File: src/rtl/pos_snapshot_pkg.sv
package pos_snapshot_pkg;
  typedef enum logic [1:0] {
    INH_FREE  = 2'd0,
    INH_HELD  = 2'd1,
    INH_DRAIN = 2'd2
  } inh_state_t;
endpackage

File: src/rtl/pos_snapshot_rst_sync.sv
module pos_snapshot_rst_sync #(
  parameter int STAGES = 2
) (
  input  logic clk,
  input  logic rst_n,
  output logic rst_sync_n
);
  logic [STAGES-1:0] shift_q;

  always_ff @(posedge clk or negedge rst_n) begin
    if (!rst_n) shift_q <= '0;
    else        shift_q <= {shift_q[STAGES-2:0], 1'b1};
  end

  assign rst_sync_n = shift_q[STAGES-1];
endmodule

File: src/rtl/pos_snapshot_inhibit_fsm.sv
module pos_snapshot_inhibit_fsm
  import pos_snapshot_pkg::*;
(
  input  logic clk,
  input  logic rst_n,
  input  logic sel_i,
  input  logic oe_n_i,
  output logic inhibit_o
);
  inh_state_t state_q, state_d;

  // Next state: step one freezes, step two arms the release, step three releases.
  always_comb begin
    state_d = state_q;
    unique case (state_q)
      INH_FREE:  if (!oe_n_i && !sel_i) state_d = INH_HELD;
      INH_HELD:  if (!oe_n_i &&  sel_i) state_d = INH_DRAIN;
      INH_DRAIN: begin
        if (oe_n_i)      state_d = INH_FREE;
        else if (!sel_i) state_d = INH_HELD;
      end
      default:           state_d = INH_FREE;
    endcase
  end

  // Inputs are sampled on the falling edge.
  always_ff @(negedge clk or negedge rst_n) begin
    if (!rst_n) state_q <= INH_FREE;
    else        state_q <= state_d;
  end

  assign inhibit_o = (state_q != INH_FREE);
endmodule

File: src/rtl/pos_snapshot_latch.sv
module pos_snapshot_latch #(
  parameter int WORD_W  = 16,
  parameter int LATCH_W = 16
) (
  input  logic              clk,
  input  logic              rst_n,
  input  logic              hold_i,
  input  logic [WORD_W-1:0] count_i,
  output logic [WORD_W-1:0] word_o
);
  logic [LATCH_W-1:0] snap_q;
  logic               load_en;

  assign load_en = !hold_i;

  always_ff @(posedge clk or negedge rst_n) begin
    if (!rst_n)       snap_q <= '0;
    else if (load_en) snap_q <= count_i[LATCH_W-1:0];
  end

  generate
    if (LATCH_W < WORD_W) begin : g_narrow
      assign word_o = {{(WORD_W-LATCH_W){1'b0}}, snap_q};
    end else begin : g_full
      assign word_o = snap_q;
    end
  endgenerate
endmodule

File: src/rtl/pos_snapshot_byte_mux.sv
module pos_snapshot_byte_mux #(
  parameter int BYTE_W = 8
) (
  input  logic [2*BYTE_W-1:0] word_i,
  input  logic                sel_i,
  input  logic                oe_n_i,
  output logic [BYTE_W-1:0]   data_o,
  output logic                drive_o
);
  always_comb begin
    drive_o = !oe_n_i;
    if (!drive_o)   data_o = '0;
    else if (sel_i) data_o = word_i[BYTE_W-1:0];
    else            data_o = word_i[2*BYTE_W-1:BYTE_W];
  end
endmodule

File: src/rtl/pos_snapshot_reader.sv
module pos_snapshot_reader #(
  parameter int BYTE_W     = 8,
  parameter int LATCH_W    = 16,
  parameter int RST_STAGES = 2
) (
  input  logic                clk,
  input  logic                rst_n,
  input  logic [2*BYTE_W-1:0] count_i,
  input  logic                sel_i,
  input  logic                oe_n_i,
  output logic [BYTE_W-1:0]   data_o,
  output logic                bus_drive_o
);
  // LATCH_W must lie in (BYTE_W, 2*BYTE_W].
  localparam int WORD_W = 2 * BYTE_W;

  logic              rst_sync_n;
  logic              inhibit;
  logic [WORD_W-1:0] latch_word;

  pos_snapshot_rst_sync #(.STAGES(RST_STAGES)) u_rst (
    .clk        (clk),
    .rst_n      (rst_n),
    .rst_sync_n (rst_sync_n)
  );

  pos_snapshot_inhibit_fsm u_fsm (
    .clk       (clk),
    .rst_n     (rst_sync_n),
    .sel_i     (sel_i),
    .oe_n_i    (oe_n_i),
    .inhibit_o (inhibit)
  );

  pos_snapshot_latch #(.WORD_W(WORD_W), .LATCH_W(LATCH_W)) u_latch (
    .clk     (clk),
    .rst_n   (rst_sync_n),
    .hold_i  (inhibit),
    .count_i (count_i),
    .word_o  (latch_word)
  );

  pos_snapshot_byte_mux #(.BYTE_W(BYTE_W)) u_mux (
    .word_i  (latch_word),
    .sel_i   (sel_i),
    .oe_n_i  (oe_n_i),
    .data_o  (data_o),
    .drive_o (bus_drive_o)
  );
endmodule

File: config.mk
export PLATFORM = sky130hd
export DESIGN_NAME = pos_snapshot_reader
export DESIGN_NICKNAME = d
export VERILOG_FILES = /design/src/rtl/pos_snapshot_pkg.sv /design/src/rtl/pos_snapshot_rst_sync.sv /design/src/rtl/pos_snapshot_inhibit_fsm.sv /design/src/rtl/pos_snapshot_latch.sv /design/src/rtl/pos_snapshot_byte_mux.sv /design/src/rtl/pos_snapshot_reader.sv
export SDC_FILE = /design/constraint.sdc
export NUM_CORES = 1
export LEC_CHECK = 0
export BUFFER_PORTS_ARGS = -buffer_cell sky130_fd_sc_hd__buf_2
export CORE_AREA = 10 10 57 59
export DETAILED_ROUTE_END_ITERATION = 8
export DIE_AREA = 0 0 67 69
export PLACE_DENSITY = 0.66
export SYNTH_ARGS = -nofsm -noshare
export SYNTH_HDL_FRONTEND = slang
export SYNTH_HIERARCHICAL = 1
export SYNTH_SLANG_ARGS = --single-unit
File: constraint.sdc
create_clock -name clk -period 1 [get_ports clk]
set_input_delay 0.2 -clock clk [delete_from_list [all_inputs] [get_ports clk]]
set_output_delay 0.2 -clock clk [all_outputs]
set_load 0.05 [all_outputs]
[Word-level counts from Yosys, hierarchy flattened]
Cells that the tools add are included.
Cells by class
  mux-type cells: 7
  equal/unequal tests: 5
  reduce and logical (&&, ||, !) cells: 7
Operators with widths (count)
  $mux W8: 2
  $mux W2: 4
  $pmux W2 S3: 1
  $ne A2 B1 Y1 const B: 2
  $ne A3 B3 Y1 const B: 1
  $reduce_and A3 Y1: 1
  $eq A2 B1 Y1 const B: 1
  $eq A2 B2 Y1 const B: 1
  $logic_and A1 B1 Y1: 2
  $logic_not A1 Y1: 2
  $logic_not A2 Y1: 1
  $reduce_bool A2 Y1: 1
Storage, ports and cells
  input bits: 20
  logic and storage cells: 22
  bits in registers: 20
  output and inout bits: 9

[Logic depth before layout (Yosys ltp)]
Gate-level depths: netlist (run 1).
  depth in word-level cells: 4
  mapped depth: 4
  gate-level depth less buffers: 2

[Hierarchy]
The synthesis (run 1) kept the hierarchy.
Modules (own cells, without submodules)
  pos_snapshot_latch: sequential area each 400.4 µm², cells an instance 34, times used 1, area an instance 649.4 µm²
  pos_snapshot_byte_mux: sequential area each 0.0 µm², cells an instance 19, times used 1, area an instance 130.1 µm²
  pos_snapshot_inhibit_fsm: sequential area each 50.0 µm², cells an instance 8, times used 1, area an instance 91.3 µm²
  pos_snapshot_rst_sync: sequential area each 50.0 µm², cells an instance 3, times used 1, area an instance 53.8 µm²

==> results.toml, run 1 <==
[critical_path]
crit_fanout = 6
required_ps = 1180
r2r-start = "u_fsm/state_q[1]$_DFFE_NN0P_"
crit_type = "register to register"
crit_path_start = "u_fsm/state_q[1]$_DFFE_NN0P_"
cp-start-kind = "register"
worstPathArrival_ps = 1840
cp-end-kind = "register"

[timing]
final_hold_viol_count = 0
skew_ps = 2.611
setup_viol = 26
rsz0062_at_grt = "yes"
setup_ws_ps = -659.4
slew_viol_final = 0

[clocking]
clkLatencyLatePin_ps = 290
cts_buffers = 3
cts_sinks = 20
clk_path_buf_depth = 2
h-tree-depth = 1
cts_root_buffer = "clkbuf_4"
cts_tree = "built"
path_clk_slew_ps = 110

[drt]
drc = 0
avgRoutedWirePerCell_um = 14.68
wl_met2_um = 1065
first_pass_iters = 2
wirelength_um = 2129
routed.top_layer = "met4"
wirelength_met1_um = 917
vias_per_cell = 4.503
ant_nets = 0
drt_iter0_drc = 18
vias = 653
met3_length_um = 141

[floorplanning]
fp.dieH_um = 69
core_area_sq_mm = 0.002148
pin_count = 29
rows = 17
initial_core_util_pct = 43.04
dieWidth_um = 67
die_area_sq_mm = 0.004623

[placement]
io_buffers = 28
gp_congestion = 0.6810
dpl_worst_slack_ps = -692.6
placedCellCount = 127
dp_hpwl_um = 1590

[power]
ir_drop_mv = 1.085
p_per_area_mw_per_mm2 = 1855
cellLeakagePower_nw = 0.7140
fin_total_pwr_mw = 2.728

[logic_synthesis]
synthArstFlopShare_pct = 100.0
yosys.area.top_type = "dfrtp_1"
synth_area_leaders = "dfrtp_1, mux2_4, mux2i_1"
yosys_warnings = 6
synth_area_sq_um = 924.6
ys_types = 16
synth_edf_count = 0
ys_seq_area_share_pct = 54.13
ys_ff_latch = 20
syn_avg_cell_area_sq_um = 14.45
netlist_top_cells_count = "dfrtp_1, mux2_4, mux2i_1, nor2_1, mux2_2"
yosysTopAreaCellShare_pct = 48.71
syn_nets = 84
synth_ff_type = "dfrtp_1"
yosysMostFrequentCell = "dfrtp_1"
postSynthCellCount = 64

[outcome]
status = "finished with violations"
violations = "setup timing"

[run]
maxCapViolations = 0

[layout]
utilization_pct = 68.43
fill_cells = 155
final_cell_count_no_fill = 145
synthToLayoutAreaGrowth_pct = 59.00
antenna_cells = 0
finish.net_count = 138
drive_gt1_share_pct = 79.49

[grt]
antenna_found_initial = 0
grt_pass1_vias = 724
grt_max_degree = 12
grt_util_all_layers_pct = 8.795
overflow = 0
grt_pass1_wl_um = 3353

[worst_hold_path]
min_path_type = "register to async pin"
## routing by layer
| metal | vias to the layer above | track usage [%] |
|---|---|---|
| li1 | 319 | - |
| met5 | - | 0 |
| met1 | 318 | 11.11 |
| met3 | 2 | 3.060 |
| met4 | 0 | 1.357 |
| met2 | 14 | 14.12 |
## sequential cells by signal, indices dropped and copies added (netlist names)
register,cells
u_fsm/state_q,2
u_latch/word_o,16
u_rst/shift_q,2
## what timing repair did
action                                  CTS  global route
hold buffers                              1             0
endpoints found under the setup margin   24            25
gates resized for setup                  29             3
endpoints found under the hold margin     2             0
buffers inserted                          8             5
## report_power, final
part	internal (mW)	leakage (nW)	total, mW	switching (mW)
Clock	0.221	0.0210	0.460	0.239
Combinational	0.666	0.459	1.18	0.512
Sequential	0.974	0.234	1.09	0.115
Total	1.86	0.714	2.73	0.866
## cell families after synthesis
kind of cell,Yosys count,share of synthesized area [%]
DFF,20,54.13
and+or+nand+nor,12,5.955
buffers and inverters,5,5.547
other,1,0.4056
xor gates and xnor gates,1,0.9474
AOI/OAI and AO/OA,1,0.8122
muxes,24,32.21
## cell type report
cell class	instances	area, sq um	share of cell area (%)
Inverter	1	3.754	0.2553
Multi-Input combinational cell	39	485.5	33.02
Clock buffer	4	36.28	2.468
Sequential cell	20	501.7	34.13
Tap cell	28	35.03	2.383
Timing Repair Buffer	53	407.9	27.74
## worst max-delay path, stage by stage, from the launching register on
cell and delay [ps]:
dfrtn_1 350, or2_4 270, buf_6 140, mux2_4 290
## metrics by stage
stage,hold slack (ps),cell area [sq um],setup TNS (ps)
2_1_floorplan,-95.59,993.5,-11360
3_3_place_gp,-14.71,1216,-12250
3_5_place_dp,-11.27,1216,-12870
4_1_cts,120.6,1420,-12810
5_1_grt,120.9,1470,-13800
6_report,121.6,1470,-13050
## path summary, 6_finish.rpt
check,endpoint,cells past startpoint,slack (ps)
min in group clk,u_latch/word_o[12]$_DFFE_PN0N_,2,130
worst max-delay path,u_latch/word_o[5]$_DFFE_PN0N_,3,-660
worst max register to register,u_latch/word_o[5]$_DFFE_PN0N_,3,-660
worst min register to register,u_latch/word_o[3]$_DFFE_PN0N_,0,120
worst min-delay path,u_latch/word_o[3]$_DFFE_PN0N_,0,120
max in group asynchronous,u_fsm/state_q[0]$_DFFE_NN0P_,0,280
## placed cells by master, fill, tap and decap left out, drive strengths merged
| cell type | count |
|---|---|
| mux2i | 8 |
| buf | 52 |
| nor2b | 2 |
| a211oi | 1 |
| clkbuf | 4 |
| dfrtn | 2 |
| or2 | 1 |
| conb | 1 |
| dfrtp | 18 |
| dlygate4sd3 | 1 |
| nor2 | 8 |
| xor2 | 1 |
| mux2 | 16 |
| inv | 1 |
| and2 | 1 |
(Power assumes the default switching activity.)
==> inputs of run 2 (changes only) <==
--- a/config.mk
+++ b/config.mk
@@ -6,10 +6,11 @@
 export NUM_CORES = 1
 export LEC_CHECK = 0
 export BUFFER_PORTS_ARGS = -buffer_cell sky130_fd_sc_hd__buf_2
-export CORE_AREA = 10 10 57 59
+export CORE_AREA = 10 10 67 69
 export DETAILED_ROUTE_END_ITERATION = 8
-export DIE_AREA = 0 0 67 69
-export PLACE_DENSITY = 0.66
+export DIE_AREA = 0 0 77 79
+export PLACE_DENSITY = 0.47
+export SLEW_MARGIN = 10
 export SYNTH_ARGS = -nofsm -noshare
 export SYNTH_HDL_FRONTEND = slang
 export SYNTH_HIERARCHICAL = 1
==> run 2 against run 1 <==
Net effect: the run still ends with setup timing left; worst hold slack worse by 27 ps; sequential power is essentially flat; critical path depth unchanged; routed wire length grew 2.8%; register-to-register slack about the same; clock power up 2%; die area up 32%; critical path type unchanged; largest power group unchanged; highest routed layer unchanged.
==> results.toml, run 2 (same netlist as run 1, synthesis figures left out) <==
[worst_hold_path]
min_path_type = "register to async pin"

[floorplanning]
core_area_sq_mm = 0.003232
dieWidth_um = 77
rows = 21
fp.dieH_um = 79
initial_core_util_pct = 28.61
die_area_sq_mm = 0.006083
pin_count = 29

[run]
maxCapViolations = 0

[clocking]
cts_buffers = 3
cts_sinks = 20
clk_path_buf_depth = 2
cts_tree = "built"
h-tree-depth = 1
cts_root_buffer = "clkbuf_4"
clkLatencyLatePin_ps = 290
path_clk_slew_ps = 110

[critical_path]
worst-path-stages = 3
cp-start-kind = "register"
max_stage_delay_ps = 350
cp-end-kind = "register"
critical_path.top_delay_family = "flip-flops"
cp.buffers_inverters = 1
cp_slowest_cell = "dfrtn_1"
worstPathArrival_ps = 1860
required_ps = 1190
crit_type = "register to register"
rr_worst_depth = 3
crit_fanout = 8
worstPathCellList = "or2_4 > buf_8 > mux2_4"

[drt]
drt_iter0_drc = 12
avgRoutedWirePerCell_um = 13.11
first_pass_iters = 3
drc = 0
vias = 676
ant_nets = 0
wirelength_um = 2189
vias_per_cell = 4.048

[placement]
gp_congestion = 0.6867
io_buffers = 28
dp_hpwl_um = 1670
post_dp_cell_area_sq_mm = 0.001271

[layout]
synthToLayoutAreaGrowth_pct = 63.06
antenna_cells = 0
multi_input_area_sq_um = 473.0
finish.net_count = 142
largest_reg_flops = 16
drive_gt1_share_pct = 78.51
final_common_cell = "buf_4"
fin_area_sq_mm = 0.001508
final_cell_mix = "buf_4, buf_2, dfrtp_1, buf_6, mux2_4"
regArea_sq_um = 501.7
fill_cells = 320

[grt]
grt_max_degree = 13
grt_pass1_vias = 787
overflow = 0
grt_pass1_wl_um = 3739
grt_util_all_layers_pct = 7.537
antenna_found_initial = 0

[outcome]
status = "finished with violations"
violations = "setup timing"

[timing]
slew_viol_final = 0
final_hold_viol_count = 0
skew_ps = 2.402
rsz0062_at_grt = "yes"
setup_ws_ps = -668.3
fin_setup_tns_ps = -12890
setup_viol = 25
holdWs_ps = 94.37

[power]
p_per_area_mw_per_mm2 = 1831
cellLeakagePower_nw = 0.7247
internal_power_mw = 1.890
ir_drop_mv = 0.6535
combPwrFrac_pct = 43.7
p_seq_share_pct = 39.4
p_clk_share_pct = 16.9
sw_frac_of_total_pct = 31.55
power.switching_uw = 871.2
## run 2: repair_timing
action	CTS	global route
pin swaps	1	2
buffers inserted	6	7
hold buffers	1	0
endpoints found under the hold margin	2	0
resized for setup	30	2
gates cloned	0	0
setup endpoints to repair	25	26
## run 2: per-stage QoR
step,total power [mW],util [%],std cells,setup slack (ps)
floorplan,1.741,-,64,-756.1
global placement,1.985,39.33,151,-677.7
detailed placement,1.999,39.33,151,-717.1
CTS,2.723,45.26,162,-659.2
global route,2.921,46.65,167,-692.1
finish,2.761,46.65,167,-668.3
## run 2: cell type report
cell class,instances,area share (%)
Sequential cell,20,33.28
Tap cell,46,3.817
Multi-Input combinational cell,39,31.37
Inverter,1,0.2490
Timing Repair Buffer,57,28.88
Clock buffer,4,2.407
## run 2: worst register-to-register path, cell delays in order (launching register included)
cell and delay (ps):
dfrtn_1 350, or2_4 270, buf_8 150, mux2_4 290
## run 2: power by group through the flow
| stage | clock network (mW) | registers [mW] | logic [mW] |
|---|---|---|---|
| 3_3_place_gp | 0 | 1.07 | 0.913 |
| 3_5_place_dp | 0 | 1.08 | 0.922 |
| 5_1_grt | 0.529 | 1.11 | 1.28 |
| 2_1_floorplan | 0 | 1.06 | 0.679 |
| 4_1_cts | 0.498 | 1.09 | 1.14 |
| 6_report | 0.468 | 1.09 | 1.21 |
## run 2: path summary, 6_finish.rpt
check	end	start	slack, ps
max in group asynchronous	u_fsm/state_q[0]$_DFFE_NN0P_	u_rst/shift_q[1]$_DFF_PN0_	330
max reg2reg	u_latch/word_o[4]$_DFFE_PN0N_	u_fsm/state_q[0]$_DFFE_NN0P_	-670
min in group clk	u_latch/word_o[15]$_DFFE_PN0N_	count_i[15]	130
min reg2reg	u_latch/word_o[10]$_DFFE_PN0N_	u_rst/shift_q[1]$_DFF_PN0_	90
max	u_latch/word_o[4]$_DFFE_PN0N_	u_fsm/state_q[0]$_DFFE_NN0P_	-670
min	u_latch/word_o[10]$_DFFE_PN0N_	u_rst/shift_q[1]$_DFF_PN0_	90
## run 2: metal layers
layer  vias up  track usage [%]  wire length [um]
met1       329            9.361              1031
met2        17            11.21               982
met3         2            2.815               151
li1        328                -                 -
met4         0            3.832                23
met5         -                0                 0
